$ cat config.mk
export PLATFORM = sky130hd
export DESIGN_NAME = clkout_stage
export DESIGN_NICKNAME = d
export VERILOG_FILES = /design/src/rtl/clkout_stage_pkg.sv /design/src/rtl/clkout_stage_sync.sv /design/src/rtl/clkout_stage_datapath.sv /design/src/rtl/clkout_stage_control.sv /design/src/rtl/clkout_stage.sv
export SDC_FILE = /design/constraint.sdc
export NUM_CORES = 1
export LEC_CHECK = 0
export BUFFER_PORTS_ARGS = -buffer_cell sky130_fd_sc_hd__buf_4
export CORE_MARGIN = 2
export CORE_UTILIZATION = 52
export CTS_CLUSTER_DIAMETER = 50
export DETAILED_ROUTE_END_ITERATION = 10
export GPL_ROUTABILITY_DRIVEN = 0
export HOLD_SLACK_MARGIN = 0.15
export PLACE_DENSITY = 0.74
export SLEW_MARGIN = 40
export SYNTH_ARGS = -nofsm -noshare
export SYNTH_HDL_FRONTEND = slang
export SYNTH_SLANG_ARGS = --single-unit
$ cat constraint.sdc
create_clock -name clk -period 1.6 [get_ports clk]
set_input_delay 0.08 -clock clk [delete_from_list [all_inputs] [get_ports clk]]
set_output_delay 0.08 -clock clk [all_outputs]
set_load 0.01 [all_outputs]
$ cat src/rtl/clkout_stage_pkg.sv
package clkout_stage_pkg;

  // Strobes from the control unit to the datapath
  typedef struct packed {
    logic setGate;   // open the output gate (only at a falling boundary)
    logic clrGate;   // close the output gate
    logic loadCfg;   // take the pending source/divide setting
    logic holdDiv;   // keep divider in reset (power-down / relock)
  } gateCmd_t;

  typedef enum logic [1:0] {
    ST_IDLE   = 2'd0,
    ST_RUN    = 2'd1,
    ST_SLEEP  = 2'd2,
    ST_RELOCK = 2'd3
  } ctlState_t;

endpackage

$ cat src/rtl/clkout_stage_sync.sv
module clkout_stage_sync #(
  parameter int STAGES = 2
) (
  input  logic clk,
  input  logic rstN,
  input  logic asyncIn,
  output logic syncOut
);

  logic [STAGES-1:0] chain;

  always_ff @(posedge clk) begin
    if (!rstN) chain <= '0;
    else       chain <= {chain[STAGES-2:0], asyncIn};
  end

  assign syncOut = chain[STAGES-1];

endmodule

$ cat src/rtl/clkout_stage_datapath.sv
module clkout_stage_datapath
  import clkout_stage_pkg::*;
#(
  parameter int CODE_W = 3
) (
  input  logic              clk,
  input  logic              rstN,
  input  logic              pllTick,
  input  logic              refTick,
  input  logic              srcSelIn,
  input  logic [CODE_W-1:0] divCodeIn,
  input  logic              ctrlN,
  input  logic              asyncDisable,
  input  gateCmd_t          cmd,
  output logic              selTick,
  output logic              fallEdge,
  output logic              cfgPending,
  output logic              gateOn,
  output logic              clkOut,
  output logic              outEnable
);

  localparam int MAX_SHIFT = (1 << CODE_W) - 1;
  localparam int CNT_W     = (MAX_SHIFT > 0) ? MAX_SHIFT : 1;

  logic              cfgSrc;
  logic [CODE_W-1:0] cfgDiv;
  logic [CNT_W-1:0]  cnt;
  logic [CNT_W-1:0]  limit;
  logic              divClk;
  logic              wrap;
  logic              killNow;

  // Terminal count is 2^code - 1, built as a mask
  assign limit      = ~({CNT_W{1'b1}} << cfgDiv);
  assign selTick    = cfgSrc ? refTick : pllTick;
  assign wrap       = selTick && (cnt == limit);
  assign fallEdge   = wrap && divClk;
  assign cfgPending = (srcSelIn != cfgSrc) || (divCodeIn != cfgDiv);

  always_ff @(posedge clk) begin
    if (!rstN) begin
      cfgSrc <= 1'b0;
      cfgDiv <= '0;
      cnt    <= '0;
      divClk <= 1'b0;
    end else if (cmd.loadCfg) begin
      cfgSrc <= srcSelIn;
      cfgDiv <= divCodeIn;
      cnt    <= '0;
      divClk <= 1'b0;
    end else if (cmd.holdDiv) begin
      cnt    <= '0;
      divClk <= 1'b0;
    end else if (selTick) begin
      if (cnt == limit) begin
        cnt    <= '0;
        divClk <= ~divClk;
      end else begin
        cnt <= cnt + 1'b1;
      end
    end
  end

  always_ff @(posedge clk) begin
    if (!rstN)            gateOn <= 1'b0;
    else if (cmd.clrGate) gateOn <= 1'b0;
    else if (cmd.setGate) gateOn <= 1'b1;
  end

  // Immediate stop path works from the raw pin, bypassing the synchronizer
  assign killNow   = asyncDisable && !ctrlN;
  assign clkOut    = divClk && gateOn && !killNow;
  assign outEnable = gateOn && !killNow;

  assert_start_low_R5: assert property (@(posedge clk) disable iff (!rstN)
    $rose(gateOn) |-> !divClk);

  assert_cfg_gated_R9: assert property (@(posedge clk) disable iff (!rstN)
    !$stable({cfgSrc, cfgDiv}) |-> !$past(gateOn));

  assert_count_range_R1: assert property (@(posedge clk) disable iff (!rstN)
    cnt <= limit);

endmodule

$ cat src/rtl/clkout_stage_control.sv
module clkout_stage_control
  import clkout_stage_pkg::*;
#(
  parameter int LOCK_CYCLES = 1024
) (
  input  logic     clk,
  input  logic     rstN,
  input  logic     ctrlReq,
  input  logic     pwrDownMode,
  input  logic     asyncDisable,
  input  logic     selTick,
  input  logic     fallEdge,
  input  logic     cfgPending,
  input  logic     gateOn,
  output gateCmd_t cmd
);

  localparam int LOCK_W = $clog2(LOCK_CYCLES + 1);
  localparam logic [LOCK_W-1:0] LOCK_LAST = LOCK_W'(LOCK_CYCLES - 1);

  ctlState_t         state, nextState;
  logic [LOCK_W-1:0] lockCnt, lockNext;

  always_comb begin
    cmd       = '0;
    nextState = state;
    lockNext  = lockCnt;
    case (state)
      ST_IDLE: begin
        if (!ctrlReq && pwrDownMode) begin
          nextState = ST_SLEEP;
        end else if (cfgPending) begin
          cmd.loadCfg = 1'b1;
        end else if (ctrlReq && fallEdge) begin
          cmd.setGate = 1'b1;
          nextState   = ST_RUN;
        end
      end
      ST_RUN: begin
        if (!ctrlReq && asyncDisable) begin
          cmd.clrGate = 1'b1;
          nextState   = ST_IDLE;
        end else if ((!ctrlReq || cfgPending) && fallEdge) begin
          cmd.clrGate = 1'b1;
          nextState   = ST_IDLE;
        end
      end
      ST_SLEEP: begin
        cmd.holdDiv = 1'b1;
        if (ctrlReq) begin
          nextState = ST_RELOCK;
          lockNext  = '0;
        end else if (!pwrDownMode) begin
          nextState = ST_IDLE;
        end
      end
      ST_RELOCK: begin
        cmd.holdDiv = 1'b1;
        if (!ctrlReq) begin
          nextState = ST_SLEEP;
        end else if (selTick) begin
          if (lockCnt == LOCK_LAST) nextState = ST_IDLE;
          else                      lockNext  = lockCnt + 1'b1;
        end
      end
      default: nextState = ST_IDLE;
    endcase
  end

  always_ff @(posedge clk) begin
    if (!rstN) begin
      state   <= ST_IDLE;
      lockCnt <= '0;
    end else begin
      state   <= nextState;
      lockCnt <= lockNext;
    end
  end

  assert_cmd_onehot_R9: assert property (@(posedge clk) disable iff (!rstN)
    $onehot0({cmd.setGate, cmd.clrGate, cmd.loadCfg}));

  assert_sync_stop_R4: assert property (@(posedge clk) disable iff (!rstN)
    ($fell(gateOn) && !$past(asyncDisable)) |-> $past(fallEdge));

  assert_rise_on_fall_R5: assert property (@(posedge clk) disable iff (!rstN)
    $rose(gateOn) |-> $past(fallEdge && ctrlReq));

  assert_sleep_dark_R7: assert property (@(posedge clk) disable iff (!rstN)
    (state == ST_SLEEP || state == ST_RELOCK) |-> !gateOn);

  assert_relock_start_R7: assert property (@(posedge clk) disable iff (!rstN)
    (state == ST_RELOCK && $past(state) == ST_SLEEP) |-> lockCnt == '0);

endmodule

$ cat src/rtl/clkout_stage.sv
module clkout_stage
  import clkout_stage_pkg::*;
#(
  parameter int CODE_W      = 3,
  parameter int LOCK_CYCLES = 1024,
  parameter int SYNC_STAGES = 2
) (
  input  logic              clk,
  input  logic              rstN,
  input  logic              pllTick,
  input  logic              refTick,
  input  logic              srcSel,
  input  logic [CODE_W-1:0] divCode,
  input  logic              ctrlN,
  input  logic              pwrDownMode,
  input  logic              asyncDisable,
  output logic              clkOut,
  output logic              outEnable,
  output logic              outLive
);

  gateCmd_t cmd;
  logic     ctrlReq;
  logic     selTick;
  logic     fallEdge;
  logic     cfgPending;
  logic     gateOn;

  clkout_stage_sync #(.STAGES(SYNC_STAGES)) u_sync (
    .clk     (clk),
    .rstN    (rstN),
    .asyncIn (ctrlN),
    .syncOut (ctrlReq)
  );

  clkout_stage_control #(.LOCK_CYCLES(LOCK_CYCLES)) u_ctl (
    .clk          (clk),
    .rstN         (rstN),
    .ctrlReq      (ctrlReq),
    .pwrDownMode  (pwrDownMode),
    .asyncDisable (asyncDisable),
    .selTick      (selTick),
    .fallEdge     (fallEdge),
    .cfgPending   (cfgPending),
    .gateOn       (gateOn),
    .cmd          (cmd)
  );

  clkout_stage_datapath #(.CODE_W(CODE_W)) u_dp (
    .clk          (clk),
    .rstN         (rstN),
    .pllTick      (pllTick),
    .refTick      (refTick),
    .srcSelIn     (srcSel),
    .divCodeIn    (divCode),
    .ctrlN        (ctrlN),
    .asyncDisable (asyncDisable),
    .cmd          (cmd),
    .selTick      (selTick),
    .fallEdge     (fallEdge),
    .cfgPending   (cfgPending),
    .gateOn       (gateOn),
    .clkOut       (clkOut),
    .outEnable    (outEnable)
  );

  assign outLive = gateOn;

endmodule

After elaboration in Yosys (flattened, before gate mapping)
Cells that the tools add are included.
Widths: inputs -> output; s select.
- $add $sub $neg: 2
- equal/unequal tests: 17
- shifts and indexed selects: 1
- muxes and demuxes: 29
- bitwise operators: 3
- reductions and logical operators: 23
- operators by type and width (cell ; number):
    $mux 11 ; 4
    $pmux 11 s2 ; 1
    $mux 2 ; 10
    $mux 1 ; 12
    $add 11x1->11 const B ; 1
    $eq 11x10->1 const B ; 1
    $logic_and 1x1->1 ; 10
    $pmux 2 s4 ; 1
    $add 7x1->7 const B ; 1
    $eq 7x7->1 ; 1
    $mux 7 ; 1
    $not 7->7 ; 1
    $shl 7x3->7 const A ; 1
    $ne 2x2->1 const B ; 3
    $ne 3x1->1 const B ; 2
    $ne 3x2->1 const B ; 2
    $ne 3x3->1 const B ; 2
    $reduce_and 6->1 ; 1
    $reduce_and 5->1 ; 1
    $eq 2x2->1 const B ; 2
    $reduce_or 2->1 ; 2
    $logic_not 1->1 ; 3
    $ne 3x3->1 ; 1
    $reduce_or 3->1 ; 1
    8 further kinds ; 10
- register bits after elaboration: 28
- output and inout port bits: 3

Longest topological paths before layout
Gate-level depths: netlist of the first run.
- depth in word-level cells: 10
- depth in mapped cells: 8

Modules after synthesis
A second synthesis of the first run with hierarchy kept.
- cells, all modules: 190
- area total of the unflattened synthesis: 1610.3 µm²
- by module, submodules not included (module ; instances ; cells an instance ; area each (µm²)):
    clkout_stage_control ; 1 ; 98 ; 789.5
    clkout_stage_datapath ; 1 ; 88 ; 768.2
    clkout_stage_sync ; 1 ; 4 ; 52.6

Least setup slack after synthesis of the first run
No wires, ideal clock.
- kind: register -> register
- start point: register u_dp.cfgDiv[1]
- end point: register u_ctl.state[0]
- arrival: 1.530 ns
- required time: 1.467 ns
- slack: -0.063 ns
- cell stages (with the launch flop): 7
- buffers on the path: 1
- clock period less this slack: 1.663 ns
- cell sequence: dfxtp_1 > buf_6 > nor4_1 > o22ai_1 > a2111oi_4 > and3_1 > o221ai_1
- longest elaborated chain between the ends: 8
- elaborated cells between the ends (all ways): 14
- those cells by class: 5 x eq/ne; 1 x shift; 1 x bitwise; 7 x reduce/logical
- RTL lines (element ; line ; source):
    start, declared ; clkout_stage_datapath.sv:27 ; logic [CODE_W-1:0] cfgDiv;
    start signal, assigned ; clkout_stage_datapath.sv:49 ; cfgDiv <= divCodeIn;
    $shl 7x3->7 ; clkout_stage_datapath.sv:35 ; assign limit = ~({CNT_W{1'b1}} << cfgDiv);
    $not 7->7 ; clkout_stage_datapath.sv:35 ;
    $eq 7x7->1 ; clkout_stage_datapath.sv:37 ; assign wrap = selTick && (cnt == limit);
    $logic_and 1x1->1 ; clkout_stage_datapath.sv:37 ;
    $logic_and 1x1->1 ; clkout_stage_datapath.sv:38 ; assign fallEdge = wrap && divClk;
    $logic_and 1x1->1, on equally long branches ; clkout_stage_control.sv:43, clkout_stage_control.sv:34 ;
    $ne 3x1->1 (no line) ; -- ;
    $reduce_and 6->1 (no line) (*) ; -- ;
    end signal, assigned ; clkout_stage_control.sv:75 ; state <= nextState;
    end, declared ; clkout_stage_control.sv:21 ; ctlState_t state, nextState;
Every way passes the cells marked *; elsewhere a longest branch is shown, timed or not.
A chain may end at the register's enable or synchronous reset.

Worst setup path after layout of the first run
- start point: register u_dp.cfgDiv[2]
- end point: register u_ctl.state[0]
The elaborated chain is that of the path after synthesis.

==> results of run 1 <==
==> routing by layer <==
| metal | wire length [µm] | share of wire (%) | vias up | track usage, % |
|---|---|---|---|---|
| met1 | 1890 | 42 | 767 | 30.9 |
| met5 | 0 | 0 | - | 0 |
| met4 | 127 | 2.8 | 0 | 10.7 |
| met3 | 147 | 3.3 | 17 | 2.18 |
| li1 | - | - | 730 | - |
| met2 | 2320 | 52 | 43 | 44.3 |
==> worst register-to-register path, delay by kind of cell, from the launching register on <==
family                 cells  cell delay, ns
AOI/OAI and AO/OA          5            0.97
buffers and inverters      2            0.33
DFF                        1            0.42
and+or+nand+nor            1            0.06
==> power groups by stage <==
stage          Clock (W)  Sequential (W)  Combinational (W)
6_report        0.000469        0.000759           0.000442
4_1_cts         0.000473        0.000754           0.000384
3_3_place_gp           0        0.000763           0.000331
3_5_place_dp           0        0.000764           0.000345
5_1_grt         0.000500        0.000761           0.000474
2_1_floorplan          0        0.000754           0.000236
==> layout by cell type (no fill, tap or decap), types with 3 or more instances in the layout <==
cell type,count
a21oi_2,3
and2_1,6
and3_1,3
buf_4,53
buf_6,4
clkbuf_4,3
dfxtp_1,23
dfxtp_4,3
dlygate4sd3_1,9
inv_1,5
mux2i_1,5
nand2_1,8
nand3_1,5
nand4_1,5
nor2_1,17
nor2_2,6
nor2b_1,6
o21bai_1,3
o221ai_2,3
xnor2_1,4
xor2_1,10
xor2_2,3
==> cells by family after synthesis <==
kind of cell | Yosys count | share of synthesized area, %
AO/OA/AOI/OAI | 31 | 16.2
adder cells (fa/ha/maj) | 2 | 1.59
buffers and inverters | 14 | 6.04
AND/OR/NAND/NOR | 72 | 25.2
XOR/XNOR | 19 | 11.5
flip-flops | 28 | 35.6
multiplexers | 6 | 3.89
==> timing repair <==
action | in CTS | in global routing
hold buffers | 9 | 0
cloned | 1 | 0
setup endpoints to repair | 22 | 21
endpoints found under the hold margin | 11 | 0
setup buffers | 3 | 9
resized for setup | 26 | 19
pin swaps | 12 | 25
==> state kept, by name, summed over array words and instances, names as in the netlist <==
register,cells
u_ctl.lockCnt,11
u_ctl.state,2
u_dp.cfgDiv,3
u_dp.cfgSrc,1
u_dp.cnt,7
u_dp.divClk,1
u_dp.gateOn,1
u_sync.chain,2
==> final cells by class <==
class,instances,area (µm²)
clock buffers,3,22.5
clock inverters,1,30.0
fillers,152,467
inverters,6,22.5
multi-input cells,131,1120
flip-flops and latches,28,574
well taps,31,38.8
repair buffers,67,553
==> per-stage QoR <==
step | util, % | instances | instance area, µm² | setup TNS, ns
2_1_floorplan | - | 172 | 1590 | -0.0201
3_3_place_gp | 68.8 | 243 | 1950 | -2.03
3_5_place_dp | 68.8 | 243 | 1950 | -3.65
4_1_cts | 78.0 | 259 | 2210 | -1.16
5_1_grt | 83.5 | 267 | 2360 | -3.29
6_report | 83.5 | 267 | 2360 | -2.02
==> path summary, 6_finish.rpt <==
path	start	to	slack (ns)	cells after the start
setup / recovery	u_dp.cfgDiv[2]	u_ctl.state[0]	-0.26	8
hold / removal	pllTick	u_dp.cnt[1]	0.36	5
setup reg to reg	u_dp.cfgDiv[2]	u_ctl.state[0]	-0.26	8
hold reg to reg	u_sync.chain[0]	u_sync.chain[1]	0.47	1
==> results_dict.tcl, run 1 <==
set metrics [dict create \
    path_delay_family "compound AO/OA/AOI/OAI gates" \
    synth_seq_cells 28 \
    power_frac_comb_pct 26.5 \
    path_clk_slew_ns 0.16 \
    power_switching_w 0.000463 \
    yosysTopAreaCellShare_pct 35.6 \
    grt.overflow.total 0 \
    htree_levels 1 \
    clockBufferDepth 2 \
    seq_power_share_pct 45.4 \
    core_mm2 0.00283 \
    cap_violations 0 \
    cp_slowest_cell "a2111oi_4" \
    wire_per_inst_um 16.8 \
    area.growth.synth_to_final_pct 50.0 \
    layout_min_cycle_time_ns 1.86 \
    synth.distinct_cells 48 \
    crit_path_end_kind "register" \
    violations "negative setup slack" \
    yosys-top-cells-count "28 x dfxtp_1, 18 x nor2_1, 11 x xor2_1" \
    vdd.ir_drop.worst_mv 0.466 \
    hp-class "in -> reg" \
    cts_root_buf "clkbuf_4" \
    post-place-ws_ns -0.275 \
    fin_hold_ws_ns 0.362 \
    antenna_found_initial 0 \
    power_density_mw_per_mm2 707 \
    post-dp-hpwl_um 2700 \
    drt-initial-drc-count 125 \
    grt_pass1_wl_um 6730 \
    grt_max_degree 17 \
    cp-start-kind "register" \
    clock-skew-final_ns 0.00453 \
    drc_errors 0 \
    die_h_um 59.0 \
    swShare_pct 27.7 \
    worstMarginPinSlew_ns 0.385 \
    dieArea_mm2 0.00349 \
    cp_cell_sequence "buf_4, nand2_1, a21oi_2, o22ai_2, a2111oi_4, buf_4, a31oi_4, o221ai_2" \
    slew_headroom_pct 74.3 \
    io_buffers 13 \
    synth_ff_type "dfxtp_1" \
    period_share_pct 116 \
    cts.sinks 28 \
    crit_fanout 6 \
    synth_area_mm2 0.00158 \
    synth_edf_count 0 \
    p_leak_nw 0.936 \
    status "finished, violations left" \
    syn_avg_cell_area_um2 9.16 \
    cp.required_ns 1.87 \
    setup_ws_ns -0.258 \
    num_io_pins 14 \
    clkPwrFrac_pct 28.1 \
    synth.most_common_cell "dfxtp_1" \
    clkLatencyLatePin_ns 0.33 \
    critical_path_class "reg -> reg" \
    async_flop_share_pct 0 \
    drive_above_1_share_pct 47.0 \
    num_rows 19 \
    cp.buffers_inverters 2 \
    cpPeakStageDelay_ns 0.44 \
    yosys_warnings 0 \
    antennaDiodeCount 0 \
    vias 1557 \
    routed_wl_um 4490 \
    synthCells 172 \
    cts_tree "built" \
    internal_power_w 0.00121 \
    power.total_w 0.00167 \
    yosys.area.top_type "dfxtp_1" \
    fp.dieW_um 59.0 \
    ys_top_cells_by_area "dfxtp_1 36%, xor2_1 6.1%, nor2_1 4.3%" \
    drv_slew 0 \
    finalHoldViolCount 0 \
    start_util_pct 55.7 \
    rsz0062_at_grt "yes" \
    first_pass_iters 4 \
    synth_seq_area_share_pct 35.6 \
    max_clock_freq_ghz 0.538 \
    critPathArrivalTime_ns 2.13 \
    gr-usage-all-layers_pct 25.0 \
    grt_pass1_vias 1500 \
    fin_nets 250 \
    syn-num-nets 185 \
    drt.antenna.violating_nets 0 \
    crit_top_cell "buf_4" \
    finalSetupViolations 14 \
    via_per_inst 5.83 \
    numCtsBuffers 3 \
]
(Power assumes the default switching activity.)
==> run 2: changes to the inputs <==
CORE_UTILIZATION = 55   (was 52)
CTS_CLUSTER_DIAMETER = default   (was 50)
PLACE_DENSITY = 0.75   (was 0.74)
clock period = 2.1 ns   (was 1.6 ns; I/O delays follow)
==> run 2 against run 1 <==
  * The flow now finishes without violations
  * Worst hold slack got worse by 0.18 ns
  * Clock power fell by 55%
  * Total power decreased by 39%
  * Routed wire length down 28%
  * Clock skew about the same
  * Final area decreased by 23%
  * Count of clock-buffer cells in the layout did not move
  * Sequential share of layout area grew 6.5 points
  * Combinational power shrank 50%
  * Largest cell class unchanged
  * Highest routed layer unchanged
==> results_dict.tcl, run 2 (synthesis gave the netlist of run 1 again) <==
set metrics [dict create \
    cp.buffers_inverters 0 \
    post-dp-hpwl_um 2330 \
    slew_headroom_pct 65.4 \
    clock-skew-final_ns 0.00476 \
    reg.largest.list "u_ctl.lockCnt: 11 flops, u_dp.cnt: 7 flops, u_dp.cfgDiv: 3 flops" \
    io_buffers 13 \
    final_common_cell "dfxtp_1" \
    area.growth.synth_to_final_pct 16.1 \
    crit_fanout 11 \
    routed_wl_um 3230 \
    fin_setup_tns_ns 0 \
    grt_pass1_wl_um 5700 \
    largest_reg_flops 11 \
    num_io_pins 14 \
    antennaDiodeCount 0 \
    rsz0062_at_grt "no" \
    critical_path_class "reg -> reg" \
    num_rows 19 \
    drv_slew 0 \
    power_density_mw_per_mm2 555 \
    critPathArrivalTime_ns 2.13 \
    htree_levels 1 \
    start_util_pct 57.6 \
    grt_max_degree 15 \
    cp.required_ns 2.33 \
    via_per_inst 5.77 \
    vias 1316 \
    drc_errors 0 \
    post_cts_buffers 0 \
    path_delay_family "compound AO/OA/AOI/OAI gates" \
    top_register "u_ctl.lockCnt" \
    wire_per_inst_um 14.2 \
    layout_min_cycle_time_ns 1.90 \
    cp-start-kind "register" \
    cap_violations 0 \
    most-common-layout-cells "25 x dfxtp_1, 19 x buf_4, 18 x nor2_1" \
    antenna_found_initial 0 \
    period_share_pct 90.4 \
    finalHoldViolCount 0 \
    cp_slowest_cell "o31ai_1" \
    drt.antenna.violating_nets 0 \
    placed_cells 214 \
    path_clk_slew_ns 0.14 \
    clkLatencyLatePin_ns 0.32 \
    hp-class "in -> reg" \
    drt-initial-drc-count 86 \
    gr-usage-all-layers_pct 22.0 \
    stdcell_count 228 \
    numCtsBuffers 3 \
    worstMarginPinSlew_ns 0.512 \
    fin_nets 212 \
    cpPeakStageDelay_ns 0.40 \
    cp_cell_sequence "ha_1, nand4b_1, o31ai_1, a21oi_2, and3_1, xnor2_1, nor2_1" \
    core_mm2 0.00273 \
    grt_pass1_vias 1316 \
    status "completed" \
    vdd.ir_drop.worst_mv 0.424 \
    die_h_um 57.5 \
    p_leak_nw 0.699 \
    fp.dieW_um 57.5 \
    clockBufferDepth 2 \
    grt.overflow.total 0 \
    drive_above_1_share_pct 21.8 \
    crit_path_end_kind "register" \
    max_clock_freq_ghz 0.527 \
    cts.sinks 28 \
    cts_tree "built" \
    finalSetupViolations 0 \
    cts_root_buf "clkbuf_4" \
    dieArea_mm2 0.00331 \
    first_pass_iters 4 \
]
[run 2: timing repair]
item,in CTS,in global routing
resized for setup,0,4
setup endpoints to repair,0,9
hold buffers,11,0
hold endpoints to repair,11,0
[run 2: area by class of cell]
cell class                 instances  area (µm²)
multi-input combinational        130         928
fill                             222         905
sequential                        28         564
timing repair buffer              30         253
tap                               31        38.8
clock buffer                       3        22.5
inverter                           6        22.5
[run 2: stage by stage]
stage	setup slack, ns	total power, W	hold slack (ns)	utilization [%]	area [µm²]
6_report	0.202	0.00102	0.179	66.9	1830
5_1_grt	0.0702	0.00107	0.202	66.9	1830
4_1_cts	0.00424	0.00102	0.163	66.5	1820
3_5_place_dp	0.0338	0.000789	0.329	61.6	1680
3_3_place_gp	0.135	0.000779	0.328	61.6	1680
2_1_floorplan	0.437	0.000750	0.232	-	1580
[run 2: worst reg2reg max path, delay by kind of cell (launching register included)]
family / cells / cell delay [ns]
flops: 1 / 0.39
fa+ha+maj: 1 / 0.20
simple gates: 3 / 0.46
compound gates: 2 / 0.63
xor+xnor: 1 / 0.13
[run 2: path summary, 6_finish.rpt]
kind,startpoint,to,slack (ns),depth (start not counted)
setup reg to reg,u_ctl.lockCnt[0],u_ctl.lockCnt[8],0.20,7
hold reg to reg,u_sync.chain[0],u_sync.chain[1],0.46,1
hold / removal,pwrDownMode,u_ctl.state[1],0.18,3
setup / recovery,u_ctl.lockCnt[0],u_ctl.lockCnt[8],0.20,7
[run 2: power breakdown]
group	total, W	switching, W	internal (W)
Sequential	0.000584	0.0000335	0.000550
Clock	0.000212	0.000145	0.0000672
Combinational	0.000220	0.000109	0.000111
Total	0.00102	0.000288	0.000728
[run 2: per-layer routing]
metal	routed length [µm]	up-vias	share of wire, %	GRT usage [%]
met5	0	-	0	0
met1	1380	611	43	27.1
li1	-	653	-	-
met3	126	10	3.9	2.04
met2	1640	42	51	39.6
met4	74	0	2.3	7.97
